`src/rtl/pwm_pair_pkg.sv`:
```
package pwm_pair_pkg;

    localparam int BUS_W  = 8;
    localparam int ADDR_W = 3;
    localparam int SEL_W  = 4;

    typedef enum logic [ADDR_W-1:0] {
        RA_CTRL   = 3'd0,
        RA_MOD_HI = 3'd1,
        RA_MOD_LO = 3'd2,
        RA_A_HI   = 3'd3,
        RA_A_LO   = 3'd4,
        RA_B_HI   = 3'd5,
        RA_B_LO   = 3'd6,
        RA_STATUS = 3'd7
    } reg_addr_e;

    typedef struct packed {
        logic [SEL_W-1:0] div_sel;
        logic             invert;
        logic             link;
        logic             halt;
    } ctrl_t;

endpackage

```
`src/rtl/pwm_prescaler.sv`:
```
module pwm_prescaler #(
    parameter int MAX_LOG = 6,
    parameter int SEL_W   = 4
) (
    input  logic             clk,
    input  logic             rst_n,
    input  logic             run,
    input  logic             clear,
    input  logic [SEL_W-1:0] sel,
    output logic             tick
);
    localparam int PRE_W = MAX_LOG;

    typedef struct packed {
        logic [PRE_W-1:0] pre;
    } pre_st_t;

    pre_st_t          st_q, st_d;
    logic [PRE_W-1:0] mask;

    // Low bits that must all be ones for a tick; codes above MAX_LOG saturate.
    always_comb begin
        for (int i = 0; i < PRE_W; i++) begin
            mask[i] = (int'(sel) > i);
        end
        tick = run && ((st_q.pre & mask) == mask);
        st_d = st_q;
        if (clear) begin
            st_d.pre = '0;
        end else if (run) begin
            st_d.pre = st_q.pre + 1'b1;
        end
    end

    always_ff @(posedge clk or negedge rst_n) begin
        if (!rst_n) begin
            st_q <= '0;
        end else begin
            st_q <= st_d;
        end
    end

endmodule

```
`src/rtl/pwm_counter.sv`:
```
module pwm_counter #(
    parameter int CNT_W = 16
) (
    input  logic             clk,
    input  logic             rst_n,
    input  logic             tick,
    input  logic             clear,
    input  logic [CNT_W-1:0] mod_val,
    output logic [CNT_W-1:0] cnt_nxt,
    output logic             wrap_evt,
    output logic             wrap_q
);
    typedef struct packed {
        logic [CNT_W-1:0] cnt;
        logic             wrap;
    } cnt_st_t;

    cnt_st_t st_q, st_d;

    always_comb begin
        st_d      = st_q;
        st_d.wrap = 1'b0;
        wrap_evt  = 1'b0;
        if (clear) begin
            st_d.cnt = '0;
        end else if (tick) begin
            // >= lets a shortened modulo take effect without a long run-out
            if (st_q.cnt >= mod_val) begin
                st_d.cnt  = '0;
                st_d.wrap = 1'b1;
                wrap_evt  = 1'b1;
            end else begin
                st_d.cnt = st_q.cnt + 1'b1;
            end
        end
    end

    assign cnt_nxt = st_d.cnt;
    assign wrap_q  = st_q.wrap;

    always_ff @(posedge clk or negedge rst_n) begin
        if (!rst_n) begin
            st_q <= '0;
        end else begin
            st_q <= st_d;
        end
    end

endmodule

```
`src/rtl/pwm_regfile.sv`:
```
module pwm_regfile
    import pwm_pair_pkg::*;
#(
    parameter int CNT_W = 16
) (
    input  logic              clk,
    input  logic              rst_n,
    input  logic              we,
    input  logic [ADDR_W-1:0] addr,
    input  logic [BUS_W-1:0]  wdata,
    input  logic              active,
    output logic [BUS_W-1:0]  rdata,
    output ctrl_t             ctrl_q,
    output logic              link_nxt,
    output logic              clr_stb,
    output logic              a_commit,
    output logic              b_commit,
    output logic [CNT_W-1:0]  mod_q,
    output logic [CNT_W-1:0]  cmp_a_nxt,
    output logic [CNT_W-1:0]  cmp_b_nxt
);
    localparam int HI_W = CNT_W - BUS_W;

    typedef struct packed {
        ctrl_t            ctrl;
        logic [HI_W-1:0]  mod_hi;
        logic [HI_W-1:0]  a_hi;
        logic [HI_W-1:0]  b_hi;
        logic [CNT_W-1:0] mod;
        logic [CNT_W-1:0] cmp_a;
        logic [CNT_W-1:0] cmp_b;
    } regs_t;

    regs_t q, d;

    function automatic logic [BUS_W-1:0] upper_byte(input logic [CNT_W-1:0] v);
        logic [BUS_W-1:0] r;
        r            = '0;
        r[HI_W-1:0]  = v[CNT_W-1:BUS_W];
        return r;
    endfunction

    // Write side: high bytes only stage, low bytes commit the full value.
    always_comb begin
        d        = q;
        clr_stb  = 1'b0;
        a_commit = 1'b0;
        b_commit = 1'b0;
        if (we) begin
            case (reg_addr_e'(addr))
                RA_CTRL: begin
                    d.ctrl.div_sel = wdata[BUS_W-1 -: SEL_W];
                    d.ctrl.invert  = wdata[3];
                    d.ctrl.link    = wdata[2];
                    d.ctrl.halt    = wdata[0];
                    clr_stb        = wdata[1];
                end
                RA_MOD_HI: d.mod_hi = wdata[HI_W-1:0];
                RA_MOD_LO: d.mod    = {q.mod_hi, wdata};
                RA_A_HI:   d.a_hi   = wdata[HI_W-1:0];
                RA_A_LO: begin
                    d.cmp_a  = {q.a_hi, wdata};
                    a_commit = 1'b1;
                end
                RA_B_HI:   d.b_hi   = wdata[HI_W-1:0];
                RA_B_LO: begin
                    d.cmp_b  = {q.b_hi, wdata};
                    b_commit = 1'b1;
                end
                default: ;
            endcase
        end
    end

    // Read side: committed values only.
    always_comb begin
        rdata = '0;
        case (reg_addr_e'(addr))
            RA_CTRL:   rdata = {q.ctrl.div_sel, q.ctrl.invert, q.ctrl.link, 1'b0, q.ctrl.halt};
            RA_MOD_HI: rdata = upper_byte(q.mod);
            RA_MOD_LO: rdata = q.mod[BUS_W-1:0];
            RA_A_HI:   rdata = upper_byte(q.cmp_a);
            RA_A_LO:   rdata = q.cmp_a[BUS_W-1:0];
            RA_B_HI:   rdata = upper_byte(q.cmp_b);
            RA_B_LO:   rdata = q.cmp_b[BUS_W-1:0];
            RA_STATUS: begin
                rdata[0] = active;
                rdata[1] = q.ctrl.link;
            end
            default:   rdata = '0;
        endcase
    end

    assign ctrl_q    = q.ctrl;
    assign link_nxt  = d.ctrl.link;
    assign mod_q     = q.mod;
    assign cmp_a_nxt = d.cmp_a;
    assign cmp_b_nxt = d.cmp_b;

    always_ff @(posedge clk or negedge rst_n) begin
        if (!rst_n) begin
            q.ctrl   <= '0;
            q.mod_hi <= '0;
            q.a_hi   <= '0;
            q.b_hi   <= '0;
            q.mod    <= '1;
            q.cmp_a  <= '0;
            q.cmp_b  <= '0;
        end else begin
            q <= d;
        end
    end

endmodule

```
`src/rtl/pwm_pair_select.sv`:
```
module pwm_pair_select #(
    parameter int CNT_W = 16
) (
    input  logic             clk,
    input  logic             rst_n,
    input  logic             link_q,
    input  logic             link_nxt,
    input  logic             a_commit,
    input  logic             b_commit,
    input  logic             wrap_evt,
    input  logic [CNT_W-1:0] cnt_nxt,
    input  logic [CNT_W-1:0] cmp_a_nxt,
    input  logic [CNT_W-1:0] cmp_b_nxt,
    output logic             active_q,
    output logic             pwm_q
);
    typedef struct packed {
        logic last;    // set written most recently (1 = B)
        logic active;  // set in control (1 = B)
        logic pwm;     // registered raw compare result
    } sel_st_t;

    sel_st_t          st_q, st_d;
    logic [CNT_W-1:0] cmp_sel;

    always_comb begin
        st_d = st_q;
        if (!link_nxt || !link_q) begin
            // unjoined, or joining this cycle: channel A owns the output
            st_d.last   = 1'b0;
            st_d.active = 1'b0;
        end else begin
            if (b_commit) begin
                st_d.last = 1'b1;
            end else if (a_commit) begin
                st_d.last = 1'b0;
            end
            if (wrap_evt) begin
                st_d.active = st_d.last;
            end
        end
        cmp_sel    = st_d.active ? cmp_b_nxt : cmp_a_nxt;
        st_d.pwm   = (cnt_nxt < cmp_sel);
    end

    assign active_q = st_q.active;
    assign pwm_q    = st_q.pwm;

    always_ff @(posedge clk or negedge rst_n) begin
        if (!rst_n) begin
            st_q <= '0;
        end else begin
            st_q <= st_d;
        end
    end

endmodule

```
`src/rtl/pair_pwm_timer.sv`:
```
module pair_pwm_timer
    import pwm_pair_pkg::*;
#(
    parameter int CNT_W   = 16,
    parameter int MAX_LOG = 6
) (
    input  logic              clk,
    input  logic              rst_n,
    input  logic              bus_we,
    input  logic [ADDR_W-1:0] bus_addr,
    input  logic [BUS_W-1:0]  bus_wdata,
    output logic [BUS_W-1:0]  bus_rdata,
    output logic              pwm_out,
    output logic              aux_pin_free,
    output logic              wrap_pulse,
    output logic              active_sel
);
    ctrl_t            ctrl_q;
    logic             link_nxt;
    logic             clr_stb;
    logic             a_commit;
    logic             b_commit;
    logic [CNT_W-1:0] mod_q;
    logic [CNT_W-1:0] cmp_a_nxt;
    logic [CNT_W-1:0] cmp_b_nxt;
    logic [CNT_W-1:0] cnt_nxt;
    logic             tick;
    logic             wrap_evt;
    logic             pwm_raw;

    pwm_regfile #(.CNT_W(CNT_W)) u_regs (
        .clk       (clk),
        .rst_n     (rst_n),
        .we        (bus_we),
        .addr      (bus_addr),
        .wdata     (bus_wdata),
        .active    (active_sel),
        .rdata     (bus_rdata),
        .ctrl_q    (ctrl_q),
        .link_nxt  (link_nxt),
        .clr_stb   (clr_stb),
        .a_commit  (a_commit),
        .b_commit  (b_commit),
        .mod_q     (mod_q),
        .cmp_a_nxt (cmp_a_nxt),
        .cmp_b_nxt (cmp_b_nxt)
    );

    pwm_prescaler #(.MAX_LOG(MAX_LOG), .SEL_W(SEL_W)) u_pre (
        .clk   (clk),
        .rst_n (rst_n),
        .run   (!ctrl_q.halt),
        .clear (clr_stb),
        .sel   (ctrl_q.div_sel),
        .tick  (tick)
    );

    pwm_counter #(.CNT_W(CNT_W)) u_cnt (
        .clk      (clk),
        .rst_n    (rst_n),
        .tick     (tick),
        .clear    (clr_stb),
        .mod_val  (mod_q),
        .cnt_nxt  (cnt_nxt),
        .wrap_evt (wrap_evt),
        .wrap_q   (wrap_pulse)
    );

    pwm_pair_select #(.CNT_W(CNT_W)) u_sel (
        .clk       (clk),
        .rst_n     (rst_n),
        .link_q    (ctrl_q.link),
        .link_nxt  (link_nxt),
        .a_commit  (a_commit),
        .b_commit  (b_commit),
        .wrap_evt  (wrap_evt),
        .cnt_nxt   (cnt_nxt),
        .cmp_a_nxt (cmp_a_nxt),
        .cmp_b_nxt (cmp_b_nxt),
        .active_q  (active_sel),
        .pwm_q     (pwm_raw)
    );

    assign pwm_out      = pwm_raw ^ ctrl_q.invert;
    assign aux_pin_free = ctrl_q.link;

endmodule

```
`config.mk`:
```
export PLATFORM = sky130hd
export DESIGN_NAME = pair_pwm_timer
export DESIGN_NICKNAME = d
export VERILOG_FILES = /design/src/rtl/pwm_pair_pkg.sv /design/src/rtl/pwm_prescaler.sv /design/src/rtl/pwm_counter.sv /design/src/rtl/pwm_regfile.sv /design/src/rtl/pwm_pair_select.sv /design/src/rtl/pair_pwm_timer.sv
export SDC_FILE = /design/constraint.sdc
export NUM_CORES = 1
export LEC_CHECK = 0
export BUFFER_PORTS_ARGS = -buffer_cell sky130_fd_sc_hd__buf_2
export CAP_MARGIN = 20
export CORE_UTILIZATION = 30
export CTS_CLUSTER_SIZE = 24
export DETAILED_ROUTE_END_ITERATION = 16
export PLACE_DENSITY = 0.46
export SLEW_MARGIN = 20
export SYNTH_ARGS = -nofsm -noshare
export SYNTH_HDL_FRONTEND = slang
export SYNTH_HIERARCHICAL = 1
export SYNTH_SLANG_ARGS = --single-unit
export TNS_END_PERCENT = 100
```
`constraint.sdc`:
```
create_clock -name clk -period 3.7 [get_ports clk]
set_input_delay 0.74 -clock clk [delete_from_list [all_inputs] [get_ports clk]]
set_output_delay 0.74 -clock clk [all_outputs]
set_load 0.05 [all_outputs]
```
Yosys cells after proc, flatten, opt, wreduce, memory -nomap -nowiden:

Index checks and enable logic that the tools add are counted.

* output and inout bits: 12
* word-level logic and storage cells: 78
* register bits: 105

* add/subtract/negate cells: 2
* eq/ne operators: 9
* $lt $le $gt $ge: 8
* multiplexer cells: 30
* bitwise operators: 2
* reduce and logical (&&, ||, !) cells: 11

Operators by type and width (number)
* 2-to-1 mux 16 bit: 6
* 2-to-1 mux 74 bit: 1
* one-hot mux 6 bit (7 select lines): 1
* 2-to-1 mux 8 bit: 3
* 2-to-1 mux 17 bit: 1
* adder 16 x 1 -> 16 bit (second input constant): 1
* >= comparator 16 bit: 1
* < comparator 16 bit: 1
* one-hot mux 2 bit (8 select lines): 1
* 2-to-1 mux 1 bit: 13
* equality test 3 bit (second input constant): 4
* 2-to-1 mux 6 bit: 2
* AND reduction 2 bit: 5
* > comparator 4 x 1 -> 1 bit (second input constant): 2
* > comparator 4 x 2 -> 1 bit (second input constant): 2
* > comparator 4 x 3 -> 1 bit (second input constant): 2
* adder 6 x 1 -> 6 bit (second input constant): 1
* AND 6 bit: 1
* equality test 3 x 2 -> 1 bit (second input constant): 2
* equality test 6 bit: 1
* 2-to-1 mux 2 bit: 2
* equality test 3 x 1 -> 1 bit (second input constant): 1
* logical NOT 1 bit: 3
* logical NOT 3 bit: 1
* 4 further kinds: 4

Longest topological paths before layout:

Gate-level depths: netlist of run 1.

* word-level depth: 10
* gate-level depth with buffers: 18
* gate-level depth less buffers: 15

By module:

Netlist of run 1, hierarchy kept.

By module, submodules not included
* pwm_regfile: cells an instance 258, area each 3768.6 µm², times used 1
* pwm_counter: cells an instance 136, area each 1255.0 µm², times used 1
* pwm_pair_select: cells an instance 66, area each 639.4 µm², times used 1
* pwm_prescaler: cells an instance 37, area each 344.1 µm², times used 1
* pair_pwm_timer: cells an instance 2, area each 12.5 µm², times used 1

Worst setup path after synthesis of run 1:

No wires, ideal clock.

* path type: reg-to-reg
* start point: register u_regs.q, in the netlist u_regs/mod_q[15]
* end point: register u_sel.st_q, in the netlist u_sel/pwm_q
* setup time: 0.096 ns
* path slack: -0.326 ns
* data required time: 3.604 ns
* arrival time: 3.930 ns
* cell stages (with the launch flop): 19
* path through: dfstp_2 buf_4 inv_1 ha_1 nand4_1 or2_1 or4_4 nand4_1 and3_1 nor2_1 a311oi_2 buf_6 buf_6 mux2i_1 ha_1 a21oi_1 o21ai_0 a221o_1 a311oi_2

RTL lines
* start, declared: RTL line pwm_regfile.sv:34 `regs_t q, d;`
* end signal, assigned: RTL line pwm_pair_select.sv:53 `st_q <= st_d;`
* end, declared: RTL line pwm_pair_select.sv:23 `sel_st_t st_q, st_d;`

==> impl_results.md, run 1 <==
- Critical Path AT: 4.20 ns
- CTS root buffer: clkbuf_16
- NetSw: 0.00128 W
- Final core occ: 36.6%
- Post-route design area: 7170 sq um
- Post-DP HPWL: 12,000 um
- Tightest Pin Transition: 0.883 ns
- Gate Count Post-Synth: 499
- Share of cells above drive strength 1: 43.5%
- Int Pwr: 0.00269 W
- FFs w/ async S/R, synth: 100%
- Avg Inst Size Synth: 12.1 sq um
- Crit-path max FO: 8
- TritonCTS clock tree: built
- Nature of the critical path startpoint: flop
- Failing checks: setup timing
- Final wirelength: 16,100 um
- Core ar.: 19,600 sq um
- Register area share after synthesis: 44.0%
- Crit-path cells: inv_1 > ha_1 > nand4_1 > or2_1 > or4_4 > nand4_1 > and3_4 > nor2_2 > a311oi_4 > buf_4 > buf_16 > mux2i_1 > ha_1 > and4_1 > a221o_1 > a311oi_2
- CTS Sinks: 105
- Unrepaired setup endpoints after global routing: true
- PwrDens: 554 nW/um^2
- Main combinational cell family by area after synthesis: multiplexers
- Leak: 3.21 nW
- Tmin final: 3.94 ns
- Pre-antenna DRT Iters: 4
- Worst-Skew Late Latency: 0.35 ns
- Xor and xnor area share after synthesis: 2.76%
- Ys flop type: dfrtp_1
- Setup crit end kind: flop
- Period utilization: 107%
- H-tree depth: 3
- Multi-input combinational cell area: 2970 sq um
- Cell Area, Synth: 6020 sq um
- Synth cell count leaders: 89 x dfrtp_1, 81 x mux2_2, 39 x nor2_1, 33 x ha_1, 27 x buf_4
- Avg WL per Cell: 19.0 um
- Maximum root-to-sink buffer count: 2
- Buffers on Ports: 25
- Dpl cell area: 6780 sq um
- Final setup margin: -0.242 ns
- Relative slew slack: 41.1%
- Dpl ws: -0.302 ns
- Mapped Nets: 546
- Height of the die: 144 um
- Switching Fraction: 32.2%
- Distinct cells, synth: 59
- Vias in the first global route: 4,318
- DR DRC count: 0
- Maximum vdd drop: 0.224 mV
- Hold Fails Final Rpt: 0
- Final setup vio count: 1
- Post-synthesis compound-gate area fraction: 6.49%
- Simple-gate portion of the synthesized area: 10.4%
- Initial Util: 30.7%
- Layout Skew: 0.00611 ns
- Top Ports: 26
- Most frequent cell after synthesis: dfrtp_1
- Register area: 2650 sq um
- Die W: 144 um
- Total power: 0.00397 W
- Nets: 624
- Slowest cell on crit path: dfstp_2
- Gate power share: 32.8%
- CP peak stage delay: 0.54 ns
- Routed Antenna Nets: 0
- Routed vias: 4,101
- Num CTS Buffers: 9
- Main area contributors after synthesis: dfrtp_1 37%, mux2_2 15%, dfstp_2 7.0%, ha_1 6.9%, buf_4 3.4%
- First-pass GRT wire length: 25,700 um
- Clock edge transition at the registers on the reported setup and hold paths: 0.07 ns
- Status: complete, but fails checks
- Final Slew Violations: 0
- Fillers: 1,917
- Crit Path Category: reg -> reg
- Initial antenna violation count: 0
- Area grow syn2layout: 19.2%
- Seq cells post-synth: 105
- Max-cap violations: 0
- Largest net degree at the start of global routing: 66
- Fmax achieved: 254 MHz
- Gr usage total: 17.2%
- Ys Warns: 6
- Setup_tns: -0.242 ns
- GRT overflow: 0
- Multiplexer share of the synthesized area: 22.1%
- Critical Path RT: 3.96 ns
- Placer congestion estimate: 0.806
- Synth Area in Adders: 6.86%
- Seq pwr share: 41.7%
- Clock Power Share: 25.5%
- Area leader, netlist: dfrtp_1
- Die footprint: 20,600 sq um
- Worst hold path type: in -> async
- Initial drt markers: 174
- Post-synth EDFFs: 0
- FP Rows: 51
- Post-synth top area share: 37.0%
- DR vias/cell: 4.84
flip-flops by register name, indices dropped and copies added, names as in the netlist:
name,count
u_regs/q,56
u_cnt/st_q,16
u_regs/mod_q,16
u_regs/ctrl_q,7
u_pre/st_q,6
u_cnt/wrap_q,1
u_sel/active_q,1
u_sel/pwm_q,1
u_sel/st_q,1
stage by stage:
step / hold WS, ns / instances
after floorplan: 0.444 / 499
after global placement: 0.487 / 826
after detailed placement: 0.490 / 826
after CTS: 0.507 / 847
after global routing: 0.526 / 847
final: 0.485 / 848
power by group through the flow:
| stage | logic [W] | clock network [W] | registers [W] |
|---|---|---|---|
| 2_1_floorplan | 0.000918 | 0 | 0.00162 |
| 3_3_place_gp | 0.00127 | 0 | 0.00167 |
| 3_5_place_dp | 0.00129 | 0 | 0.00168 |
| 4_1_cts | 0.00131 | 0.00105 | 0.00166 |
| 5_1_grt | 0.00144 | 0.00109 | 0.00170 |
| 6_report | 0.00130 | 0.00102 | 0.00166 |
cell type report:
| class | count | share of cell area, % |
|---|---|---|
| antenna | 1 | 0.0349 |
| clock buffer | 13 | 3.77 |
| clock inverter | 3 | 0.663 |
| inverter | 25 | 1.31 |
| multi-input combinational | 328 | 41.4 |
| sequential | 105 | 36.9 |
| tap | 265 | 4.62 |
| timing repair buffer | 108 | 11.3 |
cell usage in the layout, fill, tap and decap left out, drive strengths merged, types with 4 or more instances in the layout:
| cell | instances |
|---|---|
| a22oi | 6 |
| mux4 | 4 |
| mux2i | 20 |
| nand2 | 12 |
| nand4 | 12 |
| buf | 108 |
| inv | 25 |
| ha | 33 |
| nor2 | 39 |
| xor2 | 16 |
| nor2b | 7 |
| o21ai | 5 |
| mux2 | 89 |
| dfstp | 16 |
| dfrtp | 89 |
| nand3 | 15 |
| and4 | 4 |
| a21oi | 15 |
| nand2b | 5 |
| clkbuf | 13 |
| and3 | 4 |
| nor3 | 4 |
critical path, delay by kind of cell, from the launching register on:
| family | cells | cell delay [ns] |
|---|---|---|
| flip-flops | 1 | 0.54 |
| AO/OA/AOI/OAI | 3 | 0.80 |
| buffers and inverters | 3 | 0.37 |
| AND/OR/NAND/NOR | 7 | 1.41 |
| multiplexers | 1 | 0.19 |
| adder cells (fa/ha/maj) | 2 | 0.52 |
what timing repair did:
| action | in CTS | in global routing |
|---|---|---|
| setup buffers | 4 | 0 |
| endpoints found under the setup margin | 1 | 1 |
| cloned | 1 | 0 |
| hold buffers | 0 | 0 |
| pin swaps | 11 | 0 |
| hold endpoints to repair | 0 | 0 |
| gates resized for setup | 6 | 1 |
kinds of logic (layout without fill, tap and decap cells):
group	after synthesis	in the layout
flops	105	105
mux	113	113
simple gates	112	112
other cells	0	1
fa+ha+maj	33	33
compound gates	51	51
xor+xnor	19	19
buf+inv	66	149
final timing paths:
kind                                                    from                     endpoint  slack [ns]  depth (start not counted)
min in group clk                    u_regs/q[49]$_DFFE_PN0P_     u_regs/q[49]$_DFFE_PN0P_        0.50                          1
worst max register to register  u_regs/mod_q[14]$_DFFE_PN1P_        u_sel/pwm_q$_DFF_PN0_       -0.24                         16
max in group asynchronous                              rst_n  u_regs/mod_q[8]$_DFFE_PN1P_        2.45                          2
worst min register to register      u_regs/q[49]$_DFFE_PN0P_     u_regs/q[49]$_DFFE_PN0P_        0.50                          1
worst min-delay path                                   rst_n     u_regs/q[50]$_DFFE_PN0P_        0.48                          1
worst max-delay path            u_regs/mod_q[14]$_DFFE_PN1P_        u_sel/pwm_q$_DFF_PN0_       -0.24                         16
metal layers:
metal  up-vias  share of wire (%)  track usage, %
met2        61                 46            26.8
met4         0                1.7            5.71
met1      2083                 49            24.0
met3        18                2.7            2.87
met5         -                  0               0
li1       1939                  -               -
No activity file was read; power rests on OpenSTA's default activity.
==> run 2: changes to the inputs <==
Settings changed: MAX_ROUTING_LAYER set to met4.
==> run 2 against run 1 <==
Net effect: the run still ends with setup timing left; critical endpoint unchanged; setup slack better by 0.0020 ns; register-to-register slack hardly changed; highest routed layer unchanged; sequential cell count unchanged; worst hold slack got worse by 0.0094 ns.
==> impl_results.md, run 2 (synthesized netlist as in run 1, its figures left out) <==
- Status: complete, but fails checks
- Failing checks: setup timing
- Gr usage total: 17.7%
- Commonest non-fill, non-tap cell in the layout: dfrtp_1
- PwrDens: 554 nW/um^2
- Worst hold path type: in -> async
- Leading cell types in the layout, fill and taps excluded: 89 x dfrtp_1, 81 x mux2_2, 80 x buf_4, 38 x nor2_1, 32 x ha_1
- Final Slew Violations: 0
- Tmin final: 3.94 ns
- Unrepaired setup endpoints after global routing: true
- Relative slew slack: 42.0%
- Num CTS Buffers: 9
- Die W: 144 um
- Most flops, register: u_regs/q
- DR vias/cell: 4.83
- Placer congestion estimate: 0.818
- Hold_buf cts: 0
- Die footprint: 20,600 sq um
- Hold Worst Slack: 0.476 ns
- Height of the die: 144 um
- Max-cap violations: 0
- Area grow syn2layout: 19.2%
- Hold Fails Final Rpt: 0
- Pre-antenna DRT Iters: 4
- Maximum vdd drop: 0.224 mV
- Leak: 3.21 nW
- Tightest Pin Transition: 0.870 ns
- H-tree depth: 3
- Max reg flops: 56
- CTS Sinks: 105
- Total power: 0.00398 W
- Post-Route M1 WL: 7610 um
- FP Rows: 51
- Layout Skew: 0.00753 ns
- Cells on worst reg2reg path: 17
- Share of cells above drive strength 1: 43.5%
- CP peak stage delay: 0.54 ns
- Wire length on met2: 7580 um
- Vias in the first global route: 4,310
- Crit Path Category: reg -> reg
- CTS root buffer: clkbuf_16
- Crit-path cells: inv_1 > ha_1 > nand4_1 > or2_1 > or4_4 > nand4_1 > and3_4 > nor2_2 > a311oi_4 > buf_4 > buf_16 > mux2i_1 > ha_1 > and4_1 > and2_1 > o31a_1 > a311oi_2
- Setup crit end kind: flop
- Final setup margin: -0.240 ns
- Nature of the critical path startpoint: flop
- Avg WL per Cell: 19.0 um
- Worst-Skew Late Latency: 0.36 ns
- Maximum root-to-sink buffer count: 2
- Core ar.: 19,600 sq um
- Initial drt markers: 154
- Crit-path max FO: 8
- Slowest cell on crit path: dfstp_2
- Initial antenna violation count: 0
- Routed vias: 4,095
- GRT overflow: 0
- First-pass GRT wire length: 25,700 um
- Largest net degree at the start of global routing: 66
- Final setup vio count: 1
- DR DRC count: 0
- Final wirelength: 16,100 um
- Buffers on Ports: 25
- Final core occ: 36.6%
- Top Layer Used: met4
- Critical Path AT: 4.20 ns
- Initial Util: 30.7%
- Nets: 624
- Clock edge transition at the registers on the reported setup and hold paths: 0.07 ns
- Post-DP HPWL: 12,000 um
- Fmax achieved: 254 MHz
- TritonCTS clock tree: built
- Top Ports: 26
- Routed Antenna Nets: 0
- Routed wl met3: 711 um
- Period utilization: 106%
- Critical Path RT: 3.96 ns
[run 2: timing repair]
item	CTS	global route
pin swaps	11	0
gates resized for setup	6	1
setup buffers	4	0
setup endpoints to repair	1	1
gates cloned	1	0
[run 2: area by class of cell]
cell class	count	area, sq um
repair buffers	108	808
multi-input cells	328	2970
clock inverters	3	47.5
clock buffers	13	270
fillers	1917	12400
well taps	265	332
flip-flops and latches	105	2650
inverters	25	93.8
diodes	1	2.50
[run 2: path summary, 6_finish.rpt]
check / start / to / slack, ns
worst max-delay path: u_regs/mod_q[14]$_DFFE_PN1P_ / u_sel/pwm_q$_DFF_PN0_ / -0.24
worst min-delay path: rst_n / u_regs/q[50]$_DFFE_PN0P_ / 0.48
worst max register to register: u_regs/mod_q[14]$_DFFE_PN1P_ / u_sel/pwm_q$_DFF_PN0_ / -0.24
worst min register to register: u_regs/q[66]$_DFFE_PN0P_ / u_regs/q[66]$_DFFE_PN0P_ / 0.50
max in group asynchronous: rst_n / u_regs/mod_q[8]$_DFFE_PN1P_ / 2.46
min in group clk: u_regs/q[66]$_DFFE_PN0P_ / u_regs/q[66]$_DFFE_PN0P_ / 0.50
[run 2: per-layer routing]
layer	vias to the layer above	GRT usage, %
li1	1940	-
met1	2078	24.1
met2	66	26.7
met3	11	2.87
met4	0	5.71
met5	-	-
[run 2: stage by stage]
stage	instance area (sq um)	setup slack, ns	std cells	TNS, ns
3_5_place_dp	6780	-0.302	826	-0.302
4_1_cts	7170	-0.236	847	-0.236
3_3_place_gp	6780	-0.296	826	-0.296
5_1_grt	7170	-0.465	847	-0.465
6_report	7170	-0.240	848	-0.240
2_1_floorplan	6040	-0.152	499	-0.152
[run 2: power breakdown]
part	leakage (nW)	total, W	switching [W]	internal (W)
combinational	1.78	0.00130	0.000658	0.000644
sequential	1.27	0.00166	0.000193	0.00147
clock	0.156	0.00102	0.000432	0.000583
[run 2: critical path: cells and delay by family (launching register included)]
kind / cells / cell delay, ns
AOI/OAI and AO/OA: 3 / 0.60
buffers and inverters: 3 / 0.37
and+or+nand+nor: 8 / 1.57
DFF: 1 / 0.54
muxes: 1 / 0.21
adders and majority gates: 2 / 0.55
